File: config.mk
export PLATFORM = sky130hd
export DESIGN_NAME = dram_bank_prefetch
export DESIGN_NICKNAME = d
export VERILOG_FILES = /design/src/rtl/dbp_pkg.sv /design/src/rtl/dbp_row_latch.sv /design/src/rtl/dbp_ctrl.sv /design/src/rtl/dbp_burst.sv /design/src/rtl/dram_bank_prefetch.sv
export SDC_FILE = /design/constraint.sdc
export NUM_CORES = 1
export LEC_CHECK = 0
export ABC_AREA = 0
export CAP_MARGIN = 20
export CORE_MARGIN = 1
export CORE_UTILIZATION = 45
export CTS_CLUSTER_DIAMETER = 40
export DETAILED_ROUTE_END_ITERATION = 10
export PLACE_DENSITY = 0.57
export REMOVE_ABC_BUFFERS = 1
export SLEW_MARGIN = 20
export SYNTH_ARGS = -nofsm -noshare
export SYNTH_HDL_FRONTEND = slang
export SYNTH_SLANG_ARGS = --single-unit
File: constraint.sdc
create_clock -name clk_i -period 4.9 [get_ports clk_i]
set_clock_uncertainty 0.15 [all_clocks]
set_input_delay 0.49 -clock clk_i [delete_from_list [all_inputs] [get_ports clk_i]]
set_output_delay 0.49 -clock clk_i [all_outputs]
set_load 0.01 [all_outputs]
File: src/rtl/dbp_pkg.sv
package dbp_pkg;
  localparam int unsigned WORD_W = 8;

  typedef enum logic [2:0] {
    ST_IDLE,
    ST_PRE,
    ST_ACT,
    ST_COL,
    ST_BURST
  } bank_state_e;

  // deterministic row content
  function automatic logic [WORD_W-1:0] row_word(input logic [15:0] row, input logic [15:0] col);
    logic [15:0] mix;
    mix = (row * 16'd29) ^ (col * 16'd7);
    return mix[WORD_W-1:0] + 8'h3C;
  endfunction
endpackage

File: src/rtl/dbp_row_latch.sv
module dbp_row_latch
  import dbp_pkg::*;
#(
  parameter int unsigned ROW_W = 8,
  parameter int unsigned COL_W = 8,
  localparam int unsigned ROW_WORDS = 1 << COL_W
) (
  input  logic                                  clk_i,
  input  logic                                  rst_ni,
  input  logic                                  close_i,
  input  logic                                  load_i,
  input  logic [ROW_W-1:0]                      row_i,
  output logic                                  open_o,
  output logic [ROW_W-1:0]                      open_row_o,
  output logic [ROW_WORDS-1:0][WORD_W-1:0]      words_o
);
  logic             open_q;
  logic [ROW_W-1:0] row_q;

  always_ff @(posedge clk_i or negedge rst_ni) begin
    if (!rst_ni) begin
      open_q <= 1'b0;
      row_q  <= '0;
    end else if (load_i) begin
      open_q <= 1'b1;
      row_q  <= row_i;
    end else if (close_i) begin
      open_q <= 1'b0;
    end
  end

  for (genvar g = 0; g < ROW_WORDS; g++) begin : g_sense
    always_ff @(posedge clk_i or negedge rst_ni) begin
      if (!rst_ni) words_o[g] <= '0;
      else if (load_i) words_o[g] <= row_word(16'(row_i), 16'(g));
    end
  end

  assign open_o     = open_q;
  assign open_row_o = row_q;
endmodule

File: src/rtl/dbp_ctrl.sv
module dbp_ctrl
  import dbp_pkg::*;
#(
  parameter int unsigned ROW_W = 8,
  parameter int unsigned COL_W = 8,
  parameter int unsigned T_PRE = 3,
  parameter int unsigned T_ACT = 12,
  parameter int unsigned T_COL = 2
) (
  input  logic             clk_i,
  input  logic             rst_ni,
  input  logic             req_valid_i,
  input  logic [ROW_W-1:0] req_row_i,
  input  logic [COL_W-1:0] req_col_i,
  input  logic             row_open_i,
  input  logic [ROW_W-1:0] open_row_i,
  input  logic             burst_last_i,
  output logic             req_ready_o,
  output logic             close_o,
  output logic             act_done_o,
  output logic             col_done_o,
  output logic             hit_o,
  output logic [ROW_W-1:0] row_o,
  output logic [COL_W-1:0] col_o
);
  localparam int unsigned T_MAX = (T_ACT > T_PRE) ? ((T_ACT > T_COL) ? T_ACT : T_COL)
                                                  : ((T_PRE > T_COL) ? T_PRE : T_COL);
  localparam int unsigned CNT_W = $clog2(T_MAX + 1);

  bank_state_e      state_q;
  logic [CNT_W-1:0] cnt_q;
  logic [ROW_W-1:0] row_q;
  logic [COL_W-1:0] col_q;
  logic             hit_q;
  logic             accept, is_hit, cnt_zero;

  assign accept   = req_valid_i && (state_q == ST_IDLE);
  assign is_hit   = row_open_i && (open_row_i == req_row_i);
  assign cnt_zero = (cnt_q == '0);

  always_ff @(posedge clk_i or negedge rst_ni) begin
    if (!rst_ni) begin
      state_q <= ST_IDLE;
      cnt_q   <= '0;
      row_q   <= '0;
      col_q   <= '0;
      hit_q   <= 1'b0;
    end else begin
      unique case (state_q)
        ST_IDLE: if (accept) begin
          row_q <= req_row_i;
          col_q <= req_col_i;
          hit_q <= is_hit;
          if (is_hit) begin
            state_q <= ST_COL;
            cnt_q   <= CNT_W'(T_COL - 1);
          end else begin
            state_q <= ST_PRE;
            cnt_q   <= CNT_W'(T_PRE - 1);
          end
        end
        ST_PRE: if (cnt_zero) begin
          state_q <= ST_ACT;
          cnt_q   <= CNT_W'(T_ACT - 1);
        end else cnt_q <= cnt_q - 1'b1;
        ST_ACT: if (cnt_zero) begin
          state_q <= ST_COL;
          cnt_q   <= CNT_W'(T_COL - 1);
        end else cnt_q <= cnt_q - 1'b1;
        ST_COL: if (cnt_zero) state_q <= ST_BURST;
                else cnt_q <= cnt_q - 1'b1;
        ST_BURST: if (burst_last_i) state_q <= ST_IDLE;
        default: state_q <= ST_IDLE;
      endcase
    end
  end

  assign req_ready_o = (state_q == ST_IDLE);
  assign close_o     = (state_q == ST_PRE);
  assign act_done_o  = (state_q == ST_ACT) && cnt_zero;
  assign col_done_o  = (state_q == ST_COL) && cnt_zero;
  assign hit_o       = hit_q;
  assign row_o       = row_q;
  assign col_o       = col_q;

  // activation only lands after the precharge has closed the old row
  a_r8_closed_before_act: assert property (@(posedge clk_i) disable iff (!rst_ni)
    act_done_o |-> !row_open_i);
  // no acceptance while a burst is still being streamed
  a_r6_no_accept_in_burst: assert property (@(posedge clk_i) disable iff (!rst_ni)
    burst_last_i |-> !req_ready_o);
endmodule

File: src/rtl/dbp_burst.sv
module dbp_burst
  import dbp_pkg::*;
#(
  parameter int unsigned COL_W    = 8,
  parameter int unsigned PF_DEPTH = 8,
  localparam int unsigned ROW_WORDS = 1 << COL_W,
  localparam int unsigned PF_W      = $clog2(PF_DEPTH),
  localparam int unsigned GRP_W     = COL_W - PF_W
) (
  input  logic                             clk_i,
  input  logic                             rst_ni,
  input  logic                             load_i,
  input  logic [GRP_W-1:0]                 group_i,
  input  logic [ROW_WORDS-1:0][WORD_W-1:0] words_i,
  output logic                             valid_o,
  output logic [WORD_W-1:0]                data_o,
  output logic                             last_o
);
  logic [PF_DEPTH-1:0][WORD_W-1:0] buf_q;
  logic [PF_W-1:0]                 beat_q;
  logic                            valid_q;

  for (genvar i = 0; i < PF_DEPTH; i++) begin : g_pf
    always_ff @(posedge clk_i or negedge rst_ni) begin
      if (!rst_ni) buf_q[i] <= '0;
      else if (load_i) buf_q[i] <= words_i[{group_i, PF_W'(i)}];
    end
  end

  always_ff @(posedge clk_i or negedge rst_ni) begin
    if (!rst_ni) begin
      valid_q <= 1'b0;
      beat_q  <= '0;
    end else if (load_i) begin
      valid_q <= 1'b1;
      beat_q  <= '0;
    end else if (valid_q) begin
      if (beat_q == PF_W'(PF_DEPTH - 1)) valid_q <= 1'b0;
      else beat_q <= beat_q + 1'b1;
    end
  end

  assign valid_o = valid_q;
  assign data_o  = buf_q[beat_q];
  assign last_o  = valid_q && (beat_q == PF_W'(PF_DEPTH - 1));

  // a burst only ends through its last beat
  a_r4_end_on_last: assert property (@(posedge clk_i) disable iff (!rst_ni)
    $fell(valid_o) |-> $past(last_o));
  a_r4_last_in_burst: assert property (@(posedge clk_i) disable iff (!rst_ni)
    last_o |-> valid_o);
endmodule

File: src/rtl/dram_bank_prefetch.sv
module dram_bank_prefetch
  import dbp_pkg::*;
#(
  parameter int unsigned ROW_W    = 8,
  parameter int unsigned COL_W    = 8,
  parameter int unsigned PF_DEPTH = 8,
  parameter int unsigned T_PRE    = 3,
  parameter int unsigned T_ACT    = 12,
  parameter int unsigned T_COL    = 2
) (
  input  logic              clk_i,
  input  logic              rst_ni,
  input  logic              req_valid_i,
  output logic              req_ready_o,
  input  logic [ROW_W-1:0]  req_row_i,
  input  logic [COL_W-1:0]  req_col_i,
  output logic              data_valid_o,
  output logic [WORD_W-1:0] data_o,
  output logic              data_last_o,
  output logic              hit_o
);
  localparam int unsigned ROW_WORDS = 1 << COL_W;
  localparam int unsigned PF_W      = $clog2(PF_DEPTH);

  logic                             row_open, close, act_done, col_done;
  logic [ROW_W-1:0]                 open_row, cur_row;
  logic [COL_W-1:0]                 cur_col;
  logic [ROW_WORDS-1:0][WORD_W-1:0] row_words;

  dbp_ctrl #(
    .ROW_W(ROW_W), .COL_W(COL_W), .T_PRE(T_PRE), .T_ACT(T_ACT), .T_COL(T_COL)
  ) u_ctrl (
    .clk_i, .rst_ni, .req_valid_i, .req_row_i, .req_col_i,
    .row_open_i(row_open), .open_row_i(open_row), .burst_last_i(data_last_o),
    .req_ready_o, .close_o(close), .act_done_o(act_done), .col_done_o(col_done),
    .hit_o, .row_o(cur_row), .col_o(cur_col)
  );

  dbp_row_latch #(.ROW_W(ROW_W), .COL_W(COL_W)) u_latch (
    .clk_i, .rst_ni, .close_i(close), .load_i(act_done), .row_i(cur_row),
    .open_o(row_open), .open_row_o(open_row), .words_o(row_words)
  );

  dbp_burst #(.COL_W(COL_W), .PF_DEPTH(PF_DEPTH)) u_burst (
    .clk_i, .rst_ni, .load_i(col_done), .group_i(cur_col[COL_W-1:PF_W]),
    .words_i(row_words), .valid_o(data_valid_o), .data_o, .last_o(data_last_o)
  );

  // a burst always reads from an open row
  a_r2_burst_row_open: assert property (@(posedge clk_i) disable iff (!rst_ni)
    data_valid_o |-> row_open);
  // hit flag is constant across a burst
  a_r7_hit_stable: assert property (@(posedge clk_i) disable iff (!rst_ni)
    (data_valid_o && $past(data_valid_o)) |-> $stable(hit_o));
  // port is closed while data streams
  a_r6_busy_in_burst: assert property (@(posedge clk_i) disable iff (!rst_ni)
    data_valid_o |-> !req_ready_o);
endmodule

== Word level (Yosys, flattened, before mapping) ==
Cells that the tools add are included.

* Magnitude comparators: 9
* Equal/unequal tests: 13
* Bitwise logic cells: 255
* Multipliers: 1
* Reduce and logical (&&, ||, !) cells: 14
* Add/sub/neg operators: 258
* Multiplexer cells: 39

{| class="wikitable"
|+ Operator list
! kind !! count
|-
| adder 8 x 6 -> 8 bit (second input constant) || 256
|-
| binary-select mux 8 bit (select 5 bit) || 8
|-
| inverter 4 bit || 70
|-
| inverter 5 bit || 56
|-
| inverter 3 bit || 56
|-
| inverter 6 bit || 28
|-
| less-than comparator 8 x 9 -> 1 bit (second input constant) || 8
|-
| 2-to-1 mux 8 bit || 9
|-
| inverter 2 bit || 28
|-
| inverter 7 bit || 8
|-
| binary-select mux 8 bit (select 3 bit) || 1
|-
| 2-to-1 mux 3 bit || 8
|-
| 2-to-1 mux 4 bit || 4
|-
| case mux 4 bit (4 select lines) || 1
|-
| case mux 3 bit (5 select lines) || 1
|-
| == test 8 bit || 1
|-
| multiplier 8 x 5 -> 8 bit (second input constant) || 1
|-
| inequality test 2 x 1 -> 1 bit (second input constant) || 4
|-
| inverter 1 bit || 8
|-
| inverter 8 bit || 1
|-
| == test 3 x 2 -> 1 bit (second input constant) || 2
|-
| == test 3 bit (second input constant) || 2
|-
| inequality test 2 bit (second input constant) || 3
|-
| logical AND 1 bit || 5
|-
| 13 further kinds || 20
|}

* Word-level logic and storage cells: 862
* Input bits: 19
* Bits in registers: 2149

== Logic depth before layout (Yosys ltp) ==
* Depth after elaboration: 5
* Gate-level depth with buffers: 15
* Gate-level depth less buffers: 13

== Hierarchy ==
A second synthesis with hierarchy kept.

* Cells, all modules: 4218
* Area, all modules: 41643.7 µm²

{| class="wikitable"
|+ Modules (own cells, without submodules)
! module !! instances !! cells an instance !! area an instance (µm²) !! sequential area each (µm²)
|-
| dbp_row_latch || 1 || 2514 || 20870.0 || 3378.2
|-
| dbp_burst || 1 || 1598 || 19538.7 || 1701.6
|-
| dbp_ctrl || 1 || 106 || 1234.9 || 600.6
|}

== Least setup slack after synthesis ==
Ideal clock, no wire load.

* Path type: reg2reg
* Start: reg u_ctrl.row_q[1], in the netlist u_ctrl.row_o[1]
* End: reg u_latch.words_o[1791] (netlist name)
* Path buffers: 1
* Library setup time: 0.125 ns
* Data required time: 4.625 ns
* Stages on the path, launching flop included: 14
* Slack: 1.231 ns
* Data arrival time: 3.394 ns
* Cell sequence: dfrtp_1 -> inv_1 -> fa_1 -> inv_1 -> ha_1 -> fa_1 -> ha_1 -> nor2_1 -> o21ba_2 -> nor2_1 -> clkbuf_1 -> o21ai_0 -> xor2_1 -> mux2_2

* Word-level cells in the longest chain between the ends: 3

{| class="wikitable"
|+ Ends and longest elaborated chain
! element !! line !! source
|-
| start, declared || dbp_ctrl.sv:32 || <nowiki>logic [ROW_W-1:0] row_q;</nowiki>
|-
| start signal, assigned || dbp_ctrl.sv:51 || <nowiki>row_q <= req_row_i;</nowiki>
|-
| multiplier 8 x 5 -> 8 bit (*) || dbp_pkg.sv:15 || <nowiki>mix = (row * 16'd29) ^ (col * 16'd7);</nowiki>
|-
| inverter 3 bit (no source line) || - ||
|-
| adder 8 x 6 -> 8 bit (*) || dbp_pkg.sv:16 || <nowiki>return mix[WORD_W-1:0] + 8'h3C;</nowiki>
|-
| end signal, assigned by index || dbp_row_latch.sv:35 || <nowiki>else if (load_i) words_o[g] <= row_word(16'(row_i), 16'(g));</nowiki>
|-
| end, declared || dbp_row_latch.sv:15 || <nowiki>output logic [ROW_WORDS-1:0][WORD_W-1:0] words_o</nowiki>
|}

Every way passes the cells marked *; elsewhere a longest branch is shown, timed or not.
A chain may end at the register's enable or synchronous reset.

== Worst setup path after layout ==
* Start: reg u_ctrl.row_q[1], in the netlist u_ctrl.row_o[1]
* End: reg u_latch.words_o[1391] (netlist name)

* Word-level cells in the longest chain between the ends: 3

{| class="wikitable"
|+ Ends and longest elaborated chain
! element !! line
|-
| multiplier 8 x 5 -> 8 bit (*) || dbp_pkg.sv:15
|-
| inverter 6 bit (no source line) || -
|-
| adder 8 x 6 -> 8 bit (*) || dbp_pkg.sv:16
|}

Marked as above.

==> flow_summary.html <==
<table>
<tr><th>Metric</th><th>Value</th></tr>
<tr><th colspan="2">Status</th></tr>
<tr><td>Run status</td><td>finished, violations left</td></tr>
<tr><td>Failing checks</td><td>negative hold slack</td></tr>
<tr><th colspan="2">Clocking</th></tr>
<tr><td>Clk Tree Root Cell</td><td>sky130_fd_sc_hd__clkbuf_16</td></tr>
<tr><td>Clock slew at the register clock pins of the worst setup and hold paths</td><td>0.08 ns</td></tr>
<tr><td>Clock tree from TritonCTS</td><td>yes</td></tr>
<tr><td>Number of setup buffers added after CTS</td><td>0</td></tr>
<tr><td>Deepest clock path buffer count</td><td>2</td></tr>
<tr><td>TritonCTS Buffers</td><td>17</td></tr>
<tr><td>Clock tree sinks</td><td>199</td></tr>
<tr><td>Resize count post-CTS</td><td>0</td></tr>
<tr><td>Post-cts hold buffer count</td><td>0</td></tr>
<tr><td>Max H-tree Level</td><td>4</td></tr>
<tr><td>Skew-Pair Late Insertion Delay</td><td>0.44 ns</td></tr>
<tr><th colspan="2">Synthesis</th></tr>
<tr><td>Share of the synthesized area in the top cell type</td><td>40.60%</td></tr>
<tr><td>Largest cells by area after synthesis</td><td>sky130_fd_sc_hd__dfrtp_1 (41%), sky130_fd_sc_hd__mux4_2 (8.6%), sky130_fd_sc_hd__mux2_2 (6.7%), sky130_fd_sc_hd__mux2i_1 (6.6%), sky130_fd_sc_hd__nand2_1 (5.0%)</td></tr>
<tr><td>Post-synth top flop</td><td>sky130_fd_sc_hd__dfrtp_1</td></tr>
<tr><td>Share of flip-flops with an asynchronous set or reset</td><td>100.0%</td></tr>
<tr><td>Post-synth design cell area</td><td>12270 sq um</td></tr>
<tr><td>Cell type with the highest aggregate area in the netlist</td><td>sky130_fd_sc_hd__dfrtp_1</td></tr>
<tr><td>Number of distinct standard cells referenced by the synthesized netlist</td><td>56</td></tr>
<tr><td>Cells after Synth</td><td>1182</td></tr>
<tr><td>Seq cells post-synth</td><td>199</td></tr>
<tr><td>Mean instance size in the synthesized netlist</td><td>10.38 sq um</td></tr>
<tr><td>Number of synthesized flops with an enable pin</td><td>0</td></tr>
<tr><td>Total number of yosys warnings</td><td>0</td></tr>
<tr><td>Post-synthesis sequential area ratio</td><td>40.60%</td></tr>
<tr><th colspan="2">Drt</th></tr>
<tr><td>First drt pass iteration count</td><td>6</td></tr>
<tr><td>Avg Vias per Cell</td><td>5.747</td></tr>
<tr><td>Antenna Nets Post-Route</td><td>0</td></tr>
<tr><td>Wirelength per Cell</td><td>19.31 um</td></tr>
<tr><td>Residual DRC</td><td>0</td></tr>
<tr><td>Vias after detailed routing</td><td>8701</td></tr>
<tr><td>Detailed-route wire length</td><td>29230 um</td></tr>
<tr><td>Number of DRC markers after the initial detailed-route iteration</td><td>783</td></tr>
<tr><th colspan="2">Final layout</th></tr>
<tr><td>Seq. cell area</td><td>4985 sq um</td></tr>
<tr><td>Area grow syn2layout</td><td>8.761%</td></tr>
<tr><td>Post-layout net count</td><td>1204</td></tr>
<tr><td>Share of layout cells above drive strength 1</td><td>17.14%</td></tr>
<tr><td>Fill cell count</td><td>2495</td></tr>
<tr><td>Area occupied by multi-input gates</td><td>6720 sq um</td></tr>
<tr><td>Count of antenna diodes in the layout</td><td>0</td></tr>
<tr><td>Layout Cells excl Fill</td><td>1514</td></tr>
<tr><th colspan="2">Placed design</th></tr>
<tr><td>GPL Wtd Cong</td><td>0.8582</td></tr>
<tr><td>Input/output buffers</td><td>27</td></tr>
<tr><td>Count of placed standard cells including taps</td><td>1482</td></tr>
<tr><td>Detail Placement HPWL</td><td>19600 um</td></tr>
<tr><th colspan="2">Setup path</th></tr>
<tr><td>Critical-path cell list</td><td>inv_1 -&gt; fa_1 -&gt; inv_1 -&gt; ha_1 -&gt; fa_1 -&gt; ha_1 -&gt; nor2_1 -&gt; o21ba_2 -&gt; nor2_2 -&gt; buf_12 -&gt; o21ai_0 -&gt; xnor2_1 -&gt; mux2_2</td></tr>
<tr><td>Critical register-to-register path startpoint</td><td>u_ctrl.row_o[1]</td></tr>
<tr><td>R2r setup slk</td><td>0.59 ns</td></tr>
<tr><td>Critical path's slowest cell</td><td>sky130_fd_sc_hd__fa_1</td></tr>
<tr><td>Critical Path RT</td><td>5.08 ns</td></tr>
<tr><td>Critical path endpoint category</td><td>flip-flop</td></tr>
<tr><td>Delay of the slowest critical-path stage</td><td>0.55 ns</td></tr>
<tr><td>Critical R2R Capture</td><td>u_latch.words_o[1391]</td></tr>
<tr><td>Critical path startpoint category</td><td>flip-flop</td></tr>
<tr><td>Peak fanout along the critical path</td><td>23</td></tr>
<tr><td>Endpoint arrival time on the critical path</td><td>4.49 ns</td></tr>
<tr><td>Type of the setup path with the least slack</td><td>flip-flop to flip-flop</td></tr>
<tr><td>R2R cell count</td><td>13</td></tr>
<tr><th colspan="2">Timing</th></tr>
<tr><td>Final Max Slew Viols</td><td>0</td></tr>
<tr><td>Post-layout minimum cycle time</td><td>4.309 ns</td></tr>
<tr><td>RSZ-0062 raised after global routing</td><td>no</td></tr>
<tr><td>Final period utilization</td><td>87.94%</td></tr>
<tr><td># setup viols final</td><td>0</td></tr>
<tr><td>Worst-Margin Slew</td><td>0.9744 ns</td></tr>
<tr><td>Hold Vio Cnt, Final</td><td>8</td></tr>
<tr><td>Headroom to the max-slew limit</td><td>34.80%</td></tr>
<tr><td>FMAX</td><td>0.2321 GHz</td></tr>
<tr><td>Hold WS</td><td>-0.02857 ns</td></tr>
<tr><th colspan="2">Global routing</th></tr>
<tr><td>Global-route wire length before repair</td><td>48690 um</td></tr>
<tr><td>Leftover overflow at the end of global routing</td><td>0</td></tr>
<tr><td>Maximum number of pins on one net before global-route repair</td><td>112</td></tr>
<tr><td>Global router's overall resource usage</td><td>22.13%</td></tr>
<tr><td>Initial antenna violation count</td><td>0</td></tr>
<tr><td>Vias in the first global route</td><td>8666</td></tr>
<tr><th colspan="2">Floorplan</th></tr>
<tr><td>Chip Width</td><td>167.1 um</td></tr>
<tr><td>Die footprint</td><td>27920 sq um</td></tr>
<tr><td>Die outline height</td><td>167.1 um</td></tr>
<tr><td>Number of placement rows</td><td>60</td></tr>
<tr><td>Core Box Area</td><td>26880 sq um</td></tr>
<tr><td>Initial core utilization</td><td>45.64%</td></tr>
<tr><td>IO Count</td><td>31</td></tr>
<tr><th colspan="2">Hold path</th></tr>
<tr><td>Hold Path Class</td><td>input port to async pin</td></tr>
<tr><th colspan="2">Flow run</th></tr>
<tr><td>Max-capacitance violation count</td><td>0</td></tr>
</table>
sequential cells by signal (all words and copies together), names as in the netlist:
name	cells
u_ctrl.row_o	8
u_ctrl.col_o	5
u_burst.buf_q	39
u_ctrl.state_q	3
u_latch.open_row_o	6
u_latch.words_o	128
u_ctrl.hit_o	1
u_latch.open_o	1
u_burst.beat_q	3
u_ctrl.cnt_q	4
u_burst.valid_o	1
layout by cell type, fill, tap and decap left out, types with 20 or more instances in the layout:
cell / count
sky130_fd_sc_hd__nor2_1: 105
sky130_fd_sc_hd__xor2_1: 27
sky130_fd_sc_hd__mux2_2: 73
sky130_fd_sc_hd__mux4_2: 47
sky130_fd_sc_hd__a22oi_1: 24
sky130_fd_sc_hd__a21o_1: 21
sky130_fd_sc_hd__mux2i_1: 81
sky130_fd_sc_hd__nand2_1: 163
sky130_fd_sc_hd__buf_4: 20
sky130_fd_sc_hd__dfrtp_1: 197
sky130_fd_sc_hd__o21ai_0: 84
sky130_fd_sc_hd__clkdlybuf4s50_1: 26
sky130_fd_sc_hd__a21oi_1: 44
sky130_fd_sc_hd__xnor2_1: 49
through the flow:
step	setup TNS (ns)	worst slack, ns	area (sq um)	utilization (%)
floorplan	-4.367	-0.3949	11740	-
global placement	0	0.6379	12740	47.40
detailed placement	0	0.6409	12740	47.40
CTS	0	0.6062	13340	49.64
global route	0	0.3539	13340	49.64
finish	0	0.5910	13340	49.64
logic make-up after synthesis:
| family | Yosys count | share of synthesized area [%] |
|---|---|---|
| and+or+nand+nor | 328 | 11.25 |
| AOI/OAI and AO/OA | 230 | 11.63 |
| muxes | 209 | 22.92 |
| DFF | 199 | 40.60 |
| buffers and inverters | 111 | 4.845 |
| xor gates and xnor gates | 79 | 5.763 |
| adders and majority gates | 26 | 2.999 |
per-layer routing:
metal / vias up / wire (um) / GRT usage (%) / part of all wire [%]
met1: 4339 / 13930 / 31.36 / 48
met5: - / 0 / 0 / 0
li1: 4141 / - / - / -
met2: 191 / 13720 / 35.33 / 47
met3: 30 / 1135 / 3.238 / 3.9
met4: 0 / 448 / 6.280 / 1.5
critical path: cells and delay by family (launching register included):
kind,cells,cell delay (ns)
AO/OA/AOI/OAI,2,0.40
flip-flops,1,0.43
buffers and inverters,3,0.42
AND/OR/NAND/NOR,2,0.60
multiplexers,1,0.27
XOR/XNOR,1,0.16
adder cells (fa/ha/maj),4,1.75
synthesized netlist by cell type (all sizes together), types with 2 or more instances:
library cell,count
o31ai,2
nor3b,2
o21a,2
xor2,28
nor2,106
buf,56
a31oi,2
and2,5
a221oi,6
dfrtp,199
o21ai,84
o22ai,19
nor4,2
a222oi,5
a211oi,7
nand2b,6
a21oi,44
mux2i,81
nand2,164
clkbuf,38
nor3,17
inv,17
mux2,81
xnor2,50
nand3,12
mux4,47
or2,3
a21o,21
ha,19
o221ai,2
or3,2
a22o,7
a22oi,24
fa,6
nor2b,5
area by class of cell:
cell class                      count  area share (%)
Sequential cell                   199           37.36
Clock buffer                       19           3.320
Tap cell                          341           3.198
Timing Repair Buffer               53           4.080
Inverter                           17          0.4783
Clock inverter                     13           1.191
Multi-Input combinational cell    872           50.37
how the worst max path moves through the flow:
stage                                from               endpoint  slack (ns)  cells past startpoint
final                     u_ctrl.row_o[1]  u_latch.words_o[1391]        0.59                     13
after detailed placement  u_ctrl.row_o[1]  u_latch.words_o[1391]        0.64                     13
after floorplan           u_ctrl.col_o[3]       u_burst.buf_q[6]       -0.39                      4
after global routing      u_ctrl.row_o[1]  u_latch.words_o[1399]        0.35                     13
after CTS                 u_ctrl.row_o[1]  u_latch.words_o[1791]        0.61                     13
after global placement    u_ctrl.row_o[1]  u_latch.words_o[1791]        0.64                     13
Power is not shown: default switching activity piles up to over one toggle a cycle in this logic, so the estimate is an artifact.
